==> src/rtl/erz_pkg.sv <==
package erz_pkg;
    // Flash opcodes sent by the sequencer
    localparam logic [7:0] OP_RDSR   = 8'h05;
    localparam logic [7:0] OP_WREN   = 8'h06;
    localparam logic [7:0] OP_READ   = 8'h03;
    localparam logic [7:0] OP_SEC_ER = 8'h20;
    localparam logic [7:0] OP_BLK_ER = 8'hD8;

    // Status register bit positions
    localparam int BUSY_BIT  = 0;
    localparam int LATCH_BIT = 1;

    typedef enum logic [3:0] {
        S_IDLE, S_POLL, S_PLAN, S_SCAN, S_CUT,
        S_WREN, S_WCHK, S_ERASE, S_ADV, S_DONE
    } erz_state_t;
endpackage

==> src/rtl/erz_req_gate.sv <==
// Request validity check.
// Does: flags a request whose offset and size are whole sectors and whose
// size is at least one sector.
// Assumes: the sector size is a power of two (2**SECT_LG2 bytes).
module erz_req_gate #(
    parameter int SIZE_W   = 32,
    parameter int SECT_LG2 = 12
) (
    input  logic [SECT_LG2-1:0] off_lo,
    input  logic [SIZE_W-1:0]   size,
    output logic                ok
);
    localparam logic [SIZE_W-1:0] SECT_SZ = SIZE_W'(1) << SECT_LG2;

    // Alignment and minimum-length test
    always_comb begin
        ok = (off_lo == '0) && (size[SECT_LG2-1:0] == '0) && (size >= SECT_SZ);
    end
endmodule

==> src/rtl/erz_step_sel.sv <==
// Erase granularity selector.
// Does: picks a block step when the offset is block aligned and a whole
// block remains, otherwise a sector step; block steps can be compiled out.
// Assumes: the offset is already sector aligned.
module erz_step_sel #(
    parameter int SIZE_W   = 32,
    parameter int SECT_LG2 = 12,
    parameter int BLK_LG2  = 16,
    parameter bit BLOCK_EN = 1'b1
) (
    input  logic [BLK_LG2-1:0] off_lo,
    input  logic [SIZE_W-1:0]  remain,
    output logic               use_blk,
    output logic [SIZE_W-1:0]  step
);
    localparam logic [SIZE_W-1:0] SECT_SZ = SIZE_W'(1) << SECT_LG2;
    localparam logic [SIZE_W-1:0] BLK_SZ  = SIZE_W'(1) << BLK_LG2;

    generate
        if (BLOCK_EN) begin : g_blk
            // Block step when aligned and enough bytes remain
            always_comb use_blk = (off_lo == '0) && (remain >= BLK_SZ);
        end else begin : g_sect
            logic unused_in;
            // Sector-only variant
            always_comb begin
                unused_in = ^{off_lo, remain};
                use_blk   = 1'b0;
            end
        end
    endgenerate

    // Step length follows the chosen granularity
    always_comb step = use_blk ? BLK_SZ : SECT_SZ;
endmodule

==> src/rtl/erz_word_cmp.sv <==
// Blank word comparator.
// Does: groups incoming bytes into words and flags, on the last byte of a
// word, whether that word differs from all ones.
// Assumes: clr is raised before the first data byte of every frame.
module erz_word_cmp #(
    parameter int WORD_BYTES = 4
) (
    input  logic       clk,
    input  logic       rst_n,
    input  logic       clr,
    input  logic       vld,
    input  logic [7:0] byte_in,
    output logic       miss
);
    localparam int PW = (WORD_BYTES > 1) ? $clog2(WORD_BYTES) : 1;
    localparam logic [PW-1:0] LAST_POS = PW'(WORD_BYTES - 1);

    logic [PW-1:0] pos;
    logic [7:0]    acc;

    // Mismatch decided on the closing byte of each word
    always_comb miss = vld && (pos == LAST_POS) && ((acc & byte_in) != 8'hFF);

    // Byte position and running AND of the word
    always_ff @(posedge clk) begin
        if (!rst_n || clr) begin
            pos <= '0;
            acc <= 8'hFF;
        end else if (vld) begin
            pos <= (pos == LAST_POS) ? '0 : pos + 1'b1;
            acc <= (pos == LAST_POS) ? 8'hFF : (acc & byte_in);
        end
    end
endmodule

==> src/rtl/blank_skip_eraser.sv <==
// Blank-skipping erase sequencer (top).
// Does: splits an aligned range into sector or block erase steps, polls busy
// before each step and at the end, optionally reads a step back and skips it
// when blank, and otherwise sends write enable, checks the latch and erases.
// Assumes: MAX_READ is a power of two from 4 up to the sector size; the SPI
// master releases chip select after a byte flagged last or acknowledged with
// an error, and on an abort pulse.
module blank_skip_eraser #(
    parameter int ADDR_W   = 32,
    parameter int SIZE_W   = 32,
    parameter int SECT_LG2 = 12,
    parameter int BLK_LG2  = 16,
    parameter int MAX_READ = 256,
    parameter bit BLANK_EN = 1'b1,
    parameter bit BLOCK_EN = 1'b1
) (
    input  logic              clk,
    input  logic              rst_n,
    input  logic              req_valid,
    output logic              req_ready,
    input  logic [ADDR_W-1:0] req_offset,
    input  logic [SIZE_W-1:0] req_size,
    input  logic              req_wide_addr,
    output logic              done,
    output logic              err,
    output logic              spi_req,
    output logic [7:0]        spi_tx,
    output logic              spi_last,
    output logic              spi_abort,
    input  logic              spi_ack,
    input  logic [7:0]        spi_rx,
    input  logic              spi_err
);
    import erz_pkg::*;

    localparam int BW = $clog2(MAX_READ + 8);
    localparam logic [SIZE_W-1:0] CHUNK  = SIZE_W'(MAX_READ);
    localparam logic [SIZE_W-1:0] BLK_SZ = SIZE_W'(1) << BLK_LG2;
    localparam logic [BW-1:0] DATA_END   = BW'(MAX_READ - 1);

    erz_state_t        st;
    logic [ADDR_W-1:0] cur_off;
    logic [SIZE_W-1:0] remain;
    logic [SIZE_W-1:0] step_r;
    logic              wide;
    logic              blk_r;
    logic [ADDR_W-1:0] chk_off;
    logic [SIZE_W-1:0] chk_left;
    logic [BW-1:0]     bidx;
    logic              err_r;

    logic              req_ok;
    logic              sel_blk;
    logic [SIZE_W-1:0] sel_step;
    logic [BW-1:0]     hl;
    logic              data_byte;
    logic              took;
    logic              cmp_miss;
    logic              cmp_clr;
    logic              cmp_vld;

    erz_req_gate #(.SIZE_W(SIZE_W), .SECT_LG2(SECT_LG2)) u_gate (
        .off_lo (req_offset[SECT_LG2-1:0]),
        .size   (req_size),
        .ok     (req_ok)
    );

    erz_step_sel #(
        .SIZE_W(SIZE_W), .SECT_LG2(SECT_LG2),
        .BLK_LG2(BLK_LG2), .BLOCK_EN(BLOCK_EN)
    ) u_sel (
        .off_lo  (cur_off[BLK_LG2-1:0]),
        .remain  (remain),
        .use_blk (sel_blk),
        .step    (sel_step)
    );

    erz_word_cmp #(.WORD_BYTES(4)) u_cmp (
        .clk     (clk),
        .rst_n   (rst_n),
        .clr     (cmp_clr),
        .vld     (cmp_vld),
        .byte_in (spi_rx),
        .miss    (cmp_miss)
    );

    // Pick one address byte, most significant first, for frame position idx
    function automatic logic [7:0] addr_byte(input logic [ADDR_W-1:0] a,
                                             input logic [BW-1:0] idx,
                                             input logic [BW-1:0] h);
        int sh;
        sh = 8 * (int'(h) - 1 - int'(idx));
        if (sh < 0) sh = 0;
        return 8'(a >> sh);
    endfunction

    // Frame header length and handshake helpers
    always_comb begin
        hl        = wide ? BW'(5) : BW'(4);
        data_byte = (st == S_SCAN) && (bidx >= hl);
        took      = spi_req && spi_ack;
        cmp_clr   = (st == S_SCAN) && !data_byte;
        cmp_vld   = data_byte && spi_ack && !spi_err;
    end

    // Handshake and command port outputs
    always_comb begin
        req_ready = (st == S_IDLE);
        done      = (st == S_DONE);
        err       = (st == S_DONE) && err_r;
        spi_abort = (st == S_CUT);
        spi_req   = (st == S_POLL) || (st == S_WCHK) || (st == S_WREN) ||
                    (st == S_ERASE) || (st == S_SCAN);
    end

    // Byte to send and frame end flag for the current state
    always_comb begin
        spi_tx   = 8'h00;
        spi_last = 1'b0;
        unique case (st)
            S_POLL, S_WCHK: begin
                spi_tx   = (bidx == '0) ? OP_RDSR : 8'h00;
                spi_last = (bidx != '0);
            end
            S_WREN: begin
                spi_tx   = OP_WREN;
                spi_last = 1'b1;
            end
            S_ERASE: begin
                spi_tx   = (bidx == '0) ? (blk_r ? OP_BLK_ER : OP_SEC_ER)
                                        : addr_byte(cur_off, bidx, hl);
                spi_last = (bidx == hl - 1'b1);
            end
            S_SCAN: begin
                if (bidx == '0)    spi_tx = OP_READ;
                else if (bidx < hl) spi_tx = addr_byte(chk_off, bidx, hl);
                spi_last = (bidx == hl + DATA_END);
            end
            default: ;
        endcase
    end

    // Sequencer state, range tracking and frame byte counter
    always_ff @(posedge clk) begin
        if (!rst_n) begin
            st       <= S_IDLE;
            cur_off  <= '0;
            remain   <= '0;
            step_r   <= '0;
            wide     <= 1'b0;
            blk_r    <= 1'b0;
            chk_off  <= '0;
            chk_left <= '0;
            bidx     <= '0;
            err_r    <= 1'b0;
        end else begin
            unique case (st)
                S_IDLE: if (req_valid) begin
                    bidx <= '0;
                    if (req_ok) begin
                        cur_off <= req_offset;
                        remain  <= req_size;
                        wide    <= req_wide_addr;
                        err_r   <= 1'b0;
                        st      <= S_POLL;
                    end else begin
                        err_r <= 1'b1;
                        st    <= S_DONE;
                    end
                end
                S_POLL: if (took) begin
                    if (spi_err) begin
                        err_r <= 1'b1;
                        st    <= S_DONE;
                    end else if (bidx == '0) begin
                        bidx <= bidx + 1'b1;
                    end else begin
                        bidx <= '0;
                        if (!spi_rx[BUSY_BIT])
                            st <= (remain == '0) ? S_DONE : S_PLAN;
                    end
                end
                S_PLAN: begin
                    blk_r    <= sel_blk;
                    step_r   <= sel_step;
                    chk_off  <= cur_off;
                    chk_left <= sel_step;
                    bidx     <= '0;
                    st       <= BLANK_EN ? S_SCAN : S_WREN;
                end
                S_SCAN: if (took) begin
                    if (spi_err) begin
                        bidx <= '0;
                        st   <= S_WREN;
                    end else if (cmp_miss) begin
                        bidx <= '0;
                        st   <= spi_last ? S_WREN : S_CUT;
                    end else if (spi_last) begin
                        bidx     <= '0;
                        chk_off  <= chk_off + ADDR_W'(CHUNK);
                        chk_left <= chk_left - CHUNK;
                        if (chk_left == CHUNK) st <= S_ADV;
                    end else begin
                        bidx <= bidx + 1'b1;
                    end
                end
                S_CUT: st <= S_WREN;
                S_WREN: if (took) begin
                    bidx <= '0;
                    if (spi_err) begin
                        err_r <= 1'b1;
                        st    <= S_DONE;
                    end else begin
                        st <= S_WCHK;
                    end
                end
                S_WCHK: if (took) begin
                    if (spi_err) begin
                        err_r <= 1'b1;
                        st    <= S_DONE;
                    end else if (bidx == '0) begin
                        bidx <= bidx + 1'b1;
                    end else begin
                        bidx <= '0;
                        if (spi_rx[LATCH_BIT]) begin
                            st <= S_ERASE;
                        end else begin
                            err_r <= 1'b1;
                            st    <= S_DONE;
                        end
                    end
                end
                S_ERASE: if (took) begin
                    if (spi_err) begin
                        err_r <= 1'b1;
                        st    <= S_DONE;
                    end else if (spi_last) begin
                        bidx <= '0;
                        st   <= S_ADV;
                    end else begin
                        bidx <= bidx + 1'b1;
                    end
                end
                S_ADV: begin
                    cur_off <= cur_off + ADDR_W'(step_r);
                    remain  <= remain - step_r;
                    st      <= S_POLL;
                end
                S_DONE: st <= S_IDLE;
                default: st <= S_IDLE;
            endcase
        end
    end


    bad_req_rejected_chk: assert property (@(posedge clk) disable iff (!rst_n)
        (req_valid && req_ready &&
         ((req_offset[SECT_LG2-1:0] != '0) || (req_size[SECT_LG2-1:0] != '0) ||
          (req_size < (SIZE_W'(1) << SECT_LG2))))
        |=> (done && err));


    byte_hold_chk: assert property (@(posedge clk) disable iff (!rst_n)
        (spi_req && !spi_ack) |=> (spi_req && $stable(spi_tx) && $stable(spi_last)));


    done_pulse_chk: assert property (@(posedge clk) disable iff (!rst_n)
        done |=> (!done && req_ready));


    abort_alone_chk: assert property (@(posedge clk) disable iff (!rst_n)
        spi_abort |-> (!spi_req && $past(spi_req) && !$past(spi_last)));


    block_aligned_chk: assert property (@(posedge clk) disable iff (!rst_n)
        (st == S_ERASE && bidx == '0 && spi_req && spi_tx == OP_BLK_ER)
        |-> (cur_off[BLK_LG2-1:0] == '0 && remain >= BLK_SZ));
endmodule

==> config.mk <==
export PLATFORM = sky130hd
export DESIGN_NAME = blank_skip_eraser
export DESIGN_NICKNAME = d
export VERILOG_FILES = /design/src/rtl/erz_pkg.sv /design/src/rtl/erz_req_gate.sv /design/src/rtl/erz_step_sel.sv /design/src/rtl/erz_word_cmp.sv /design/src/rtl/blank_skip_eraser.sv
export SDC_FILE = /design/constraint.sdc
export NUM_CORES = 1
export LEC_CHECK = 0
export ABC_AREA = 0
export ABC_CLOCK_PERIOD_IN_PS = 5000
export BUFFER_PORTS_ARGS = -buffer_cell sky130_fd_sc_hd__buf_2
export CORE_MARGIN = 2
export CORE_UTILIZATION = 55
export CTS_CLUSTER_DIAMETER = 40
export CTS_CLUSTER_SIZE = 10
export DETAILED_ROUTE_END_ITERATION = 6
export PLACE_DENSITY_LB_ADDON = 0.2
export SYNTH_ARGS = -nofsm -noshare
export SYNTH_HDL_FRONTEND = slang
export SYNTH_SLANG_ARGS = --single-unit
export TNS_END_PERCENT = 30
==> constraint.sdc <==
create_clock -name clk -period 5 [get_ports clk]
set_input_delay 0.25 -clock clk [delete_from_list [all_inputs] [get_ports clk]]
set_output_delay 0.25 -clock clk [all_outputs]
set_load 0.02 [all_outputs]
* Word level (Yosys, flattened, before mapping)
Cells that the tools add are included.
** Word-level totals
- Bits in registers :: 186
- Input port bits :: 78
- Output and inout bits :: 14
- Word-level logic and storage cells :: 180
** Operators by class
- Add/subtract/negate cells :: 10
- Magnitude comparators :: 5
- Equal/unequal tests :: 36
- Shifts and indexed selects :: 2
- Muxes and demuxes :: 76
- Bitwise logic cells :: 1
- Reductions and logical operators :: 38
** Operator list (number)
- 32-bit two-way mux :: 17
- 32-bit one-hot mux with 2 select lines :: 4
- 9-bit two-way mux :: 11
- 4-bit two-way mux :: 21
- 32-bit by 32-bit >> shifter with 8-bit output :: 2
- 9-bit one-hot mux with 6 select lines :: 1
- 8-bit two-way mux :: 5
- 4-bit one-hot mux with 9 select lines :: 1
- 32-bit adder :: 1
- 32-bit by 9-bit adder with 32-bit output (second input constant) :: 1
- 32-bit by 9-bit equality test with 1-bit output (second input constant) :: 1
- 32-bit by 13-bit greater-or-equal comparator with 1-bit output (second input constant) :: 1
- 32-bit by 17-bit greater-or-equal comparator with 1-bit output (second input constant) :: 1
- 32-bit zero test :: 1
- 8-bit one-hot mux with 4 select lines :: 1
- 32-bit subtractor :: 1
- 32-bit by 9-bit subtractor with 32-bit output (second input constant) :: 1
- 12-bit zero test :: 2
- 2-bit inequality test (second input constant) :: 11
- 9-bit equality test :: 2
- 17-bit two-way mux :: 1
- 4-bit by 3-bit equality test with 1-bit output (second input constant) :: 4
- 16-bit zero test :: 1
- 3-bit inequality test (second input constant) :: 5
- 38 further kinds :: 71

* Depth between registers and ports, before layout
Gate-level depths: netlist of run 1.
- Depth after elaboration :: 12
- Gate-level depth with buffers :: 11

* Hierarchy
From an unflattened synthesis of run 1, not the netlist that was laid out.
** Second synthesis, totals
- Cells, all modules :: 1777
- Area total of the unflattened synthesis :: 13161.4 µm²
** By module, submodules not included
- blank_skip_eraser :: instances 1, cells an instance 1678, area each 12249.2 µm²
- erz_word_cmp :: instances 1, cells an instance 41, area each 450.4 µm²
- erz_step_sel :: instances 1, cells an instance 43, area each 336.6 µm²
- erz_req_gate :: instances 1, cells an instance 15, area each 125.1 µm²

* Least setup slack after synthesis of run 1
OpenSTA, ideal clock, no wires.
- Path type :: reg-to-output
- Start point :: reg wide
- End point :: out spi_tx[0]
- Data arrival time :: 3.006 ns
- Required time :: 4.750 ns
- Slack :: 1.744 ns
- Stages on the path, launching flop included :: 8
- Path buffers :: 0
- Path through :: dfxtp_1 ha_1 fa_1 nand2b_1 a2111oi_4 nor2_1 o32a_1 o311ai_0
** Between the ends
- Word-level cells in the longest chain between the ends :: 12
- Elaborated cells between the ends (all ways) :: 16
- Classes of those cells :: add/sub (2); order compare (2); shift (2); mux (10)
** Ends and longest elaborated chain
- start, declared :: line blank_skip_eraser.sv:45 : logic wide;
- start signal, assigned :: line blank_skip_eraser.sv:163 : wide <= req_wide_addr;
- 1-bit two-way mux * :: line blank_skip_eraser.sv:99 : hl = wide ? BW'(5) : BW'(4);
- 3-bit by 1-bit subtractor with 4-bit output :: line blank_skip_eraser.sv:92 : sh = 8 * (int'(h) - 1 - int'(idx));
- 4-bit by 10-bit subtractor with 11-bit output :: line blank_skip_eraser.sv:92
- 14-bit by 1-bit < comparator with 1-bit output :: line blank_skip_eraser.sv:93 : if (sh < 0) sh = 0;
- 32-bit two-way mux :: line blank_skip_eraser.sv:93
- 32-bit two-way mux :: line blank_skip_eraser.sv:136 : else if (bidx < hl) spi_tx = addr_byte(chk_off, bidx, hl);
- 32-bit two-way mux :: line blank_skip_eraser.sv:135 : if (bidx == '0) spi_tx = OP_READ;
- 32-bit two-way mux :: line blank_skip_eraser.sv:120 : unique case (st)
- 32-bit by 32-bit >> shifter with 8-bit output :: line blank_skip_eraser.sv:94 : return 8'(a >> sh);
- 8-bit two-way mux :: line blank_skip_eraser.sv:136
- 8-bit two-way mux :: line blank_skip_eraser.sv:135
- 8-bit one-hot mux with 4 select lines * :: line blank_skip_eraser.sv:120
- end, declared :: line blank_skip_eraser.sv:27 : output logic [7:0] spi_tx,
Mark *: on every way between the ends. The rest lies on a longest branch, timed or not. The select of a mux whose other input is x is not followed.

* Final worst setup path of run 1
- Start point :: reg bidx[0]
- End point :: out spi_tx[1]
** Between the ends
- Word-level cells in the longest chain between the ends :: 10
- Elaborated cells between the ends (all ways) :: 15
- Classes of those cells :: add/sub (1); order compare (2); shift (2); mux (9); reduce/logical (1)
** Ends and longest elaborated chain
- start, declared :: line blank_skip_eraser.sv:49 : logic [BW-1:0] bidx;
- start signal, assigned :: line blank_skip_eraser.sv:176 : bidx <= bidx + 1'b1;
- start signal, assigned :: line blank_skip_eraser.sv:204 : bidx <= bidx + 1'b1;
- start signal, assigned :: line blank_skip_eraser.sv:222 : bidx <= bidx + 1'b1;
- 4-bit by 10-bit subtractor with 11-bit output :: line blank_skip_eraser.sv:92
- 14-bit by 1-bit < comparator with 1-bit output :: line blank_skip_eraser.sv:93
- 32-bit two-way mux :: line blank_skip_eraser.sv:93
- 32-bit two-way mux :: line blank_skip_eraser.sv:136
- 32-bit two-way mux :: line blank_skip_eraser.sv:135
- 32-bit two-way mux :: line blank_skip_eraser.sv:120
- 32-bit by 32-bit >> shifter with 8-bit output :: line blank_skip_eraser.sv:94
- 8-bit two-way mux :: line blank_skip_eraser.sv:136
- 8-bit two-way mux :: line blank_skip_eraser.sv:135
- 8-bit one-hot mux with 4 select lines * :: line blank_skip_eraser.sv:120
Marked as above.

==> results of run 1 <==
final cells by class:
type | instances | area, sq um | area share
tap | 216 | 270.3 | 0.02686
timing repair buffer | 106 | 568.0 | 0.05645
multi-input combinational | 897 | 5595 | 0.5560
sequential | 147 | 2943 | 0.2924
clock inverter | 14 | 176.4 | 0.01753
clock buffer | 18 | 439.2 | 0.04364
inverter | 19 | 71.32 | 0.007087
kinds of logic (layout without fill, tap and decap cells):
kind of cell	after synthesis	after routing	synth area share
simple gates	509	509	0.2957
compound gates	332	332	0.2598
flops	147	147	0.3307
buf+inv	101	157	0.04640
mux	29	29	0.03276
fa+ha+maj	17	17	0.02475
xor+xnor	10	10	0.009843
metrics by stage:
step                cell area (sq um)  setup slack (ns)
floorplan                        8899             1.744
global placement                 9447             1.527
detailed placement               9447             1.409
CTS                             10060            0.9069
global route                    10060            0.5982
finish                          10060            0.8375
metal layers:
metal	vias to the layer above	wire length, um
met4	0	888
met5	-	0
met2	492	12520
met3	79	2428
li1	4455	-
met1	4358	11760
worst max path at each step:
stage,start,end,slack (ns),cells after the start
floorplan,wide$_SDFFE_PN0P_,spi_tx[0],1.74,7
global placement,bidx[0]$_SDFFE_PN0P_,spi_tx[0],1.53,9
detailed placement,bidx[0]$_SDFFE_PN0P_,spi_tx[1],1.41,9
CTS,bidx[0]$_SDFFE_PN0P_,spi_tx[1],0.91,9
global route,bidx[0]$_SDFFE_PN0P_,spi_tx[1],0.60,9
finish,bidx[0]$_SDFFE_PN0P_,spi_tx[1],0.84,9
sequential cells by signal, indices dropped and copies added (netlist names):
signal     cells
bidx           9
chk_left      24
chk_off       32
cur_off       32
err_r          1
remain        32
st             4
step_r         2
u_cmp.acc      8
u_cmp.pos      2
wide           1
power by group through the flow:
stage          combinational, uW  clock [uW]  sequential, uW
2_1_floorplan               1190           0            1380
3_3_place_gp                1530           0            1460
3_5_place_dp                1550           0            1460
4_1_cts                     1570        1350            1440
5_1_grt                     1740        1400            1460
6_report                    1600        1340            1440
cells in the final DEF (no fill, tap or decap), types with 6 or more instances in the layout:
cell,instances
nor2_1,103
clkbuf_16,17
and3_1,37
nand2_1,140
dfxtp_1,147
xnor2_1,8
o311ai_0,16
o221a_1,6
nand3b_1,6
nor4_1,30
buf_4,15
buf_2,91
mux2i_1,28
o21ai_0,49
nor3_1,37
o211ai_1,9
or2_2,9
o22ai_1,9
a21oi_1,80
or3_1,28
o31ai_1,28
nand2b_1,9
nand4_1,17
o221ai_1,10
a211oi_1,11
nand3_1,35
and2_1,7
or4_1,13
ha_1,16
a31o_2,7
a31oi_1,30
inv_1,17
worst max-delay path: cells and delay by family, from the launching register on:
kind                       cells  cell delay [ns]
AOI/OAI and AO/OA              3             1.09
buffers and inverters          4             1.17
adders and majority gates      1             0.71
and+or+nand+nor                1             0.07
DFF                            1             0.43
==> flow_summary.json, run 1 <==
{
  "ys.flop_type": "dfxtp_1",
  "use_met1": 0.4028,
  "drtIter0Drc": 1182,
  "hp-start": "spi_rx[4]",
  "antenna_found_initial": 0,
  "synth.distinct_cells": 86,
  "hold_violations": 0,
  "fp.dieH_um": 131.2,
  "slew_viol_final": 0,
  "dp_hpwl_mm": 18.28,
  "clock_latency_ns": 0.43,
  "grt_overflow": 0,
  "drc": 2,
  "critical_path_class": "flip-flop to output port",
  "setup_viol": 0,
  "finalWirelength_mm": 27.60,
  "post-cts-setup-buffer-count": 0,
  "async_reset_ff_frac": 0,
  "cts_root_buf": "clkbuf_16",
  "ys_ff_latch": 147,
  "diodes": 0,
  "status": "finished, violations left",
  "clkPwrFrac": 0.306,
  "cts_tree": "built",
  "synth_top_area_share": 0.3307,
  "cp_cell_sequence": "inv_1 -> ha_1 -> clkinv_1 -> a2111oi_4 -> buf_4 -> nor2_1 -> o32a_1 -> o311ai_0 -> buf_2",
  "gp_congestion": 0.9487,
  "yosysTopAreaCell": "dfxtp_1",
  "cpPeakStageDelay_ns": 0.71,
  "htree_levels": 4,
  "p_int_uw": 2667,
  "max_freq_mhz": 240.2,
  "rsz0062_at_grt": "no",
  "power_leakage_uw": 0.003909,
  "drive_gt1_frac": 0.1549,
  "ir_worst_vdd_mv": 0.3536,
  "clock-sinks": 147,
  "fp-row-count": 46,
  "p_sw_frac": 0.3924,
  "cts_resized": 0,
  "ys_top_cells_by_count": "dfxtp_1 (147), nand2_1 (140), nor2_1 (103)",
  "worst_pin_slew_ns": 1.300,
  "fin_cells": 1417,
  "grt_pass1_vias": 8511,
  "fin_util": 0.6358,
  "p_comb_frac": 0.365,
  "tns_ns": 0,
  "power-per-cell-area_nw_per_um2": 436.1,
  "grt_use_met2": 0.4892,
  "arrival_ns": 3.91,
  "grt_max_degree": 73,
  "clk_path_buf_depth": 2,
  "p_total_uw": 4389,
  "ys_warn_count": 0,
  "grt_usage": 0.3099,
  "dr.pass1.iters": 7,
  "fin_crit_sh": 0.8325,
  "via_count": 9384,
  "ff2ff_path_depth": 8,
  "min_to": "u_cmp.acc[4]$_SDFFE_PP1P_",
  "grt_pass1_wl_mm": 43.68,
  "power.switching_uw": 1722,
  "startpoint_type": "flip-flop",
  "coreArea_sq_um": 15830,
  "synth.area.top_cells": "dfxtp_1 (33%), nand2_1 (5.9%), a21oi_1 (4.5%)",
  "nNetsFinal": 1283,
  "r2r_slack_ns": 1.57,
  "holdWs_ns": 0.07784,
  "netlist_area_sq_um": 8899,
  "start_util": 0.5622,
  "ant_nets": 0,
  "min_delay_path_depth": 3,
  "syn_nets": 1240,
  "synth_seq_area_share": 0.3307,
  "r2r-start": "bidx[0]$_SDFFE_PN0P_",
  "dieWidth_um": 131.2,
  "critPathMaxFanout": 17,
  "io_buffers": 91,
  "clkSlewWorstSetupHoldPaths_ns": 0.06,
  "postCtsHoldBufs": 0,
  "cap_violations": 0,
  "slowest_stage": "ha_1",
  "ios": 92,
  "fin_crit_ns": 4.162,
  "busiest_layer": "met2",
  "dp_cells": 1385,
  "synth_edf_count": 0,
  "area_growth_pct": 13.09,
  "critPathRequiredTime_ns": 4.75,
  "violations": "DRC",
  "die_area_sq_um": 17210,
  "hold_path_class": "primary input to flip-flop",
  "wl_per_cell_um": 19.48,
  "p_seq_frac": 0.329,
  "drt-vias-per-instance": 6.622,
  "avgSynthCellArea_sq_um": 7.772,
  "synthCells": 1145,
  "n_fill_cell": 1413,
  "worstSetupEndpointType": "output port",
  "timing.rr.end": "bidx[5]$_SDFFE_PN0P_",
  "max_slew_margin": 0.1257,
  "yosysMostFrequentCell": "dfxtp_1",
  "grt_use_met3": 0.08179,
  "numCtsBuffers": 17,
  "worst_clock_skew_ns": 0.01445
}
No activity file was read; power rests on OpenSTA's default activity.
==> run 2, diff against run 1 <==
--- a/config.mk
+++ b/config.mk
@@ -6,10 +6,10 @@
 export NUM_CORES = 1
 export LEC_CHECK = 0
 export ABC_AREA = 0
-export ABC_CLOCK_PERIOD_IN_PS = 5000
+export ABC_CLOCK_PERIOD_IN_PS = 3400
 export BUFFER_PORTS_ARGS = -buffer_cell sky130_fd_sc_hd__buf_2
 export CORE_MARGIN = 2
-export CORE_UTILIZATION = 55
+export CORE_UTILIZATION = 54
 export CTS_CLUSTER_DIAMETER = 40
 export CTS_CLUSTER_SIZE = 10
 export DETAILED_ROUTE_END_ITERATION = 6
==> constraint.sdc (replaced) <==
create_clock -name clk -period 3.4 [get_ports clk]
set_input_delay 0.17 -clock clk [delete_from_list [all_inputs] [get_ports clk]]
set_output_delay 0.17 -clock clk [all_outputs]
set_load 0.02 [all_outputs]
==> run 2 against run 1 <==
- the flow still finishes with violations (DRC)
- sequential share of layout area is 0.71 points lower
- sequential power is 45% higher
- worst hold slack worse by 0.074 ns
- combinational power is 59% higher
- wire length is 2.8% higher
- register-to-register slack worse by 1.3 ns
- final cell count is 2.0% higher
- count of clock-buffer cells in the layout is 2 higher
- first-iteration DRC count is 1.6% higher
- core utilization is 0.88 points higher
- clock skew is 0.0038 ns lower
- critical endpoint is now spi_tx[4]
- highest routed layer unchanged
==> flow_summary.json, run 2 (synthesis gave the netlist of run 1 again) <==
{
  "status": "finished, violations left",
  "violations": "DRC",
  "holdWs_ns": 0.003514,
  "wl_per_cell_um": 19.61,
  "antenna_found_initial": 0,
  "rsz0062_at_grt": "yes",
  "ios": 92,
  "grt_pass1_wl_mm": 45.36,
  "clkSlewWorstSetupHoldPaths_ns": 0.06,
  "busiest_layer": "met2",
  "final_cell_mix": "dfxtp_1 (147), nand2_1 (140), nor2_1 (103), buf_2 (91), a21oi_1 (80)",
  "coreArea_sq_um": 16000,
  "clock-sinks": 147,
  "drtIter0Drc": 1201,
  "start_util": 0.5561,
  "worstSetupEndpointType": "output port",
  "ir_worst_vdd_mv": 0.4980,
  "drc": 2,
  "power-per-cell-area_nw_per_um2": 636.2,
  "cpPeakStageDelay_ns": 0.43,
  "cts_tree": "built",
  "nNetsFinal": 1312,
  "fin_util": 0.6446,
  "cts_root_buf": "clkbuf_16",
  "cap_violations": 0,
  "drive_gt1_frac": 0.1740,
  "gp_congestion": 1.002,
  "use_met1": 0.4370,
  "hold_violations": 0,
  "critPathMaxFanout": 6,
  "die_area_sq_um": 17520,
  "grt_use_met3": 0.07266,
  "top_regs": "chk_off (32), cur_off (32), remain (32)",
  "crit_family": "compound AO/OA/AOI/OAI gates",
  "diodes": 0,
  "max_slew_margin": 0.3543,
  "arrival_ns": 3.16,
  "grt_use_met2": 0.4804,
  "worst_clock_skew_ns": 0.01065,
  "setup_viol": 0,
  "fin_crit_sh": 0.9799,
  "numCtsBuffers": 17,
  "ant_nets": 0,
  "critical_path_class": "flip-flop to output port",
  "fin_crit_ns": 3.331,
  "slowest_stage": "fa_1",
  "clk_path_buf_depth": 2,
  "fp.dieH_um": 132.4,
  "htree_levels": 4,
  "finalWirelength_mm": 28.36,
  "dp_hpwl_mm": 19.28,
  "grt_max_degree": 72,
  "cp_cell_sequence": "ha_1 -> fa_1 -> nand2b_4 -> a2111oi_4 -> buf_4 -> nor2_1 -> o311a_1 -> nor3_1 -> buf_2",
  "slew_viol_final": 0,
  "max_freq_mhz": 300.2,
  "n_fill_cell": 1434,
  "drt-vias-per-instance": 6.694,
  "clock_latency_ns": 0.43,
  "mostFrequentLayoutCell": "dfxtp_1",
  "via_count": 9680,
  "power_leakage_uw": 0.004067,
  "io_buffers": 91,
  "critPathRequiredTime_ns": 3.23,
  "worst_pin_slew_ns": 0.9649,
  "grt_usage": 0.3184,
  "fp-row-count": 46,
  "area_growth_pct": 15.90,
  "grt_pass1_vias": 8528,
  "grt_overflow": 0,
  "dr.pass1.iters": 7,
  "startpoint_type": "flip-flop",
  "cp_num_buf_inv": 2,
  "hold_path_class": "primary input to flip-flop",
  "dieWidth_um": 132.4
}
==> run 2: cell count changes in the layout (fill, tap and decap cells not counted), moves of 2 or more <==
cell	before	now
buf_4	15	39
dlygate4sd3_1	0	4
clkinvlp_4	5	2
o311ai_1	0	2
clkinv_4	1	5
o311ai_0	16	14
==> run 2: metrics by stage <==
| stage | power [uW] | area (sq um) | setup WS [ns] | std cells | setup TNS [ns] |
|---|---|---|---|---|---|
| after floorplan | 3785 | 8899 | 0.2244 | 1145 | 0 |
| after global placement | 4502 | 9594 | 0.3749 | 1403 | 0 |
| after detailed placement | 4534 | 9594 | 0.3658 | 1403 | 0 |
| after CTS | 6466 | 10240 | 0.0008211 | 1439 | 0 |
| after global routing | 6910 | 10310 | -0.03826 | 1446 | -0.1365 |
| final | 6561 | 10310 | 0.06851 | 1446 | 0 |
==> run 2: worst register-to-register path, cell delays in order, from the launching register on <==
cell and delay [ns]:
dfxtp_1 0.41, inv_1 0.11, ha_1 0.29, or3b_2 0.45, a211oi_1 0.33, nand3b_1 0.24, o21ai_2 0.29, buf_12 0.27
o311ai_0 0.43, o31ai_1 0.13
==> run 2: report_power, final <==
group	total, uW	internal (uW)	switching, uW
logic	2540	975	1560
clock network	1930	1130	795
registers	2090	1880	217
total	6560	3980	2580
==> run 2: final timing paths <==
| check | from | end | slack [ns] | cells after the start |
|---|---|---|---|---|
| worst max-delay path | wide$_SDFFE_PN0P_ | spi_tx[4] | 0.07 | 9 |
| worst min-delay path | req_size[13] | remain[13]$_SDFFE_PN0P_ | 0.004 | 3 |
| worst max register to register | bidx[0]$_SDFFE_PN0P_ | chk_off[26]$_SDFFE_PN0P_ | 0.32 | 9 |
| worst min register to register | chk_off[2]$_SDFFE_PN0P_ | chk_off[2]$_SDFFE_PN0P_ | 0.46 | 2 |
==> run 2: timing repair <==
item                       in CTS  in global routing
hold endpoints to repair        4                  0
gates cloned                    0                  0
setup buffers                   0                  7
resized for setup               2                  4
setup endpoints to repair       2                  8
hold buffers                    4                  0
pin swaps                       0                  1
==> run 2: routing by layer <==
layer,part of all wire,vias up
met3,0.092,90
met4,0.040,0
met5,0,-
met2,0.44,591
met1,0.43,4485
li1,-,4514
==> run 2: area by class of cell <==
type	count	area [sq um]	share of cell area
Clock inverter	12	146.4	0.01419
Inverter	19	75.07	0.007279
Multi-Input combinational cell	897	5614	0.5443
Timing Repair Buffer	135	808.3	0.07837
Clock buffer	20	456.7	0.04428
Tap cell	216	270.3	0.02620
Sequential cell	147	2943	0.2853
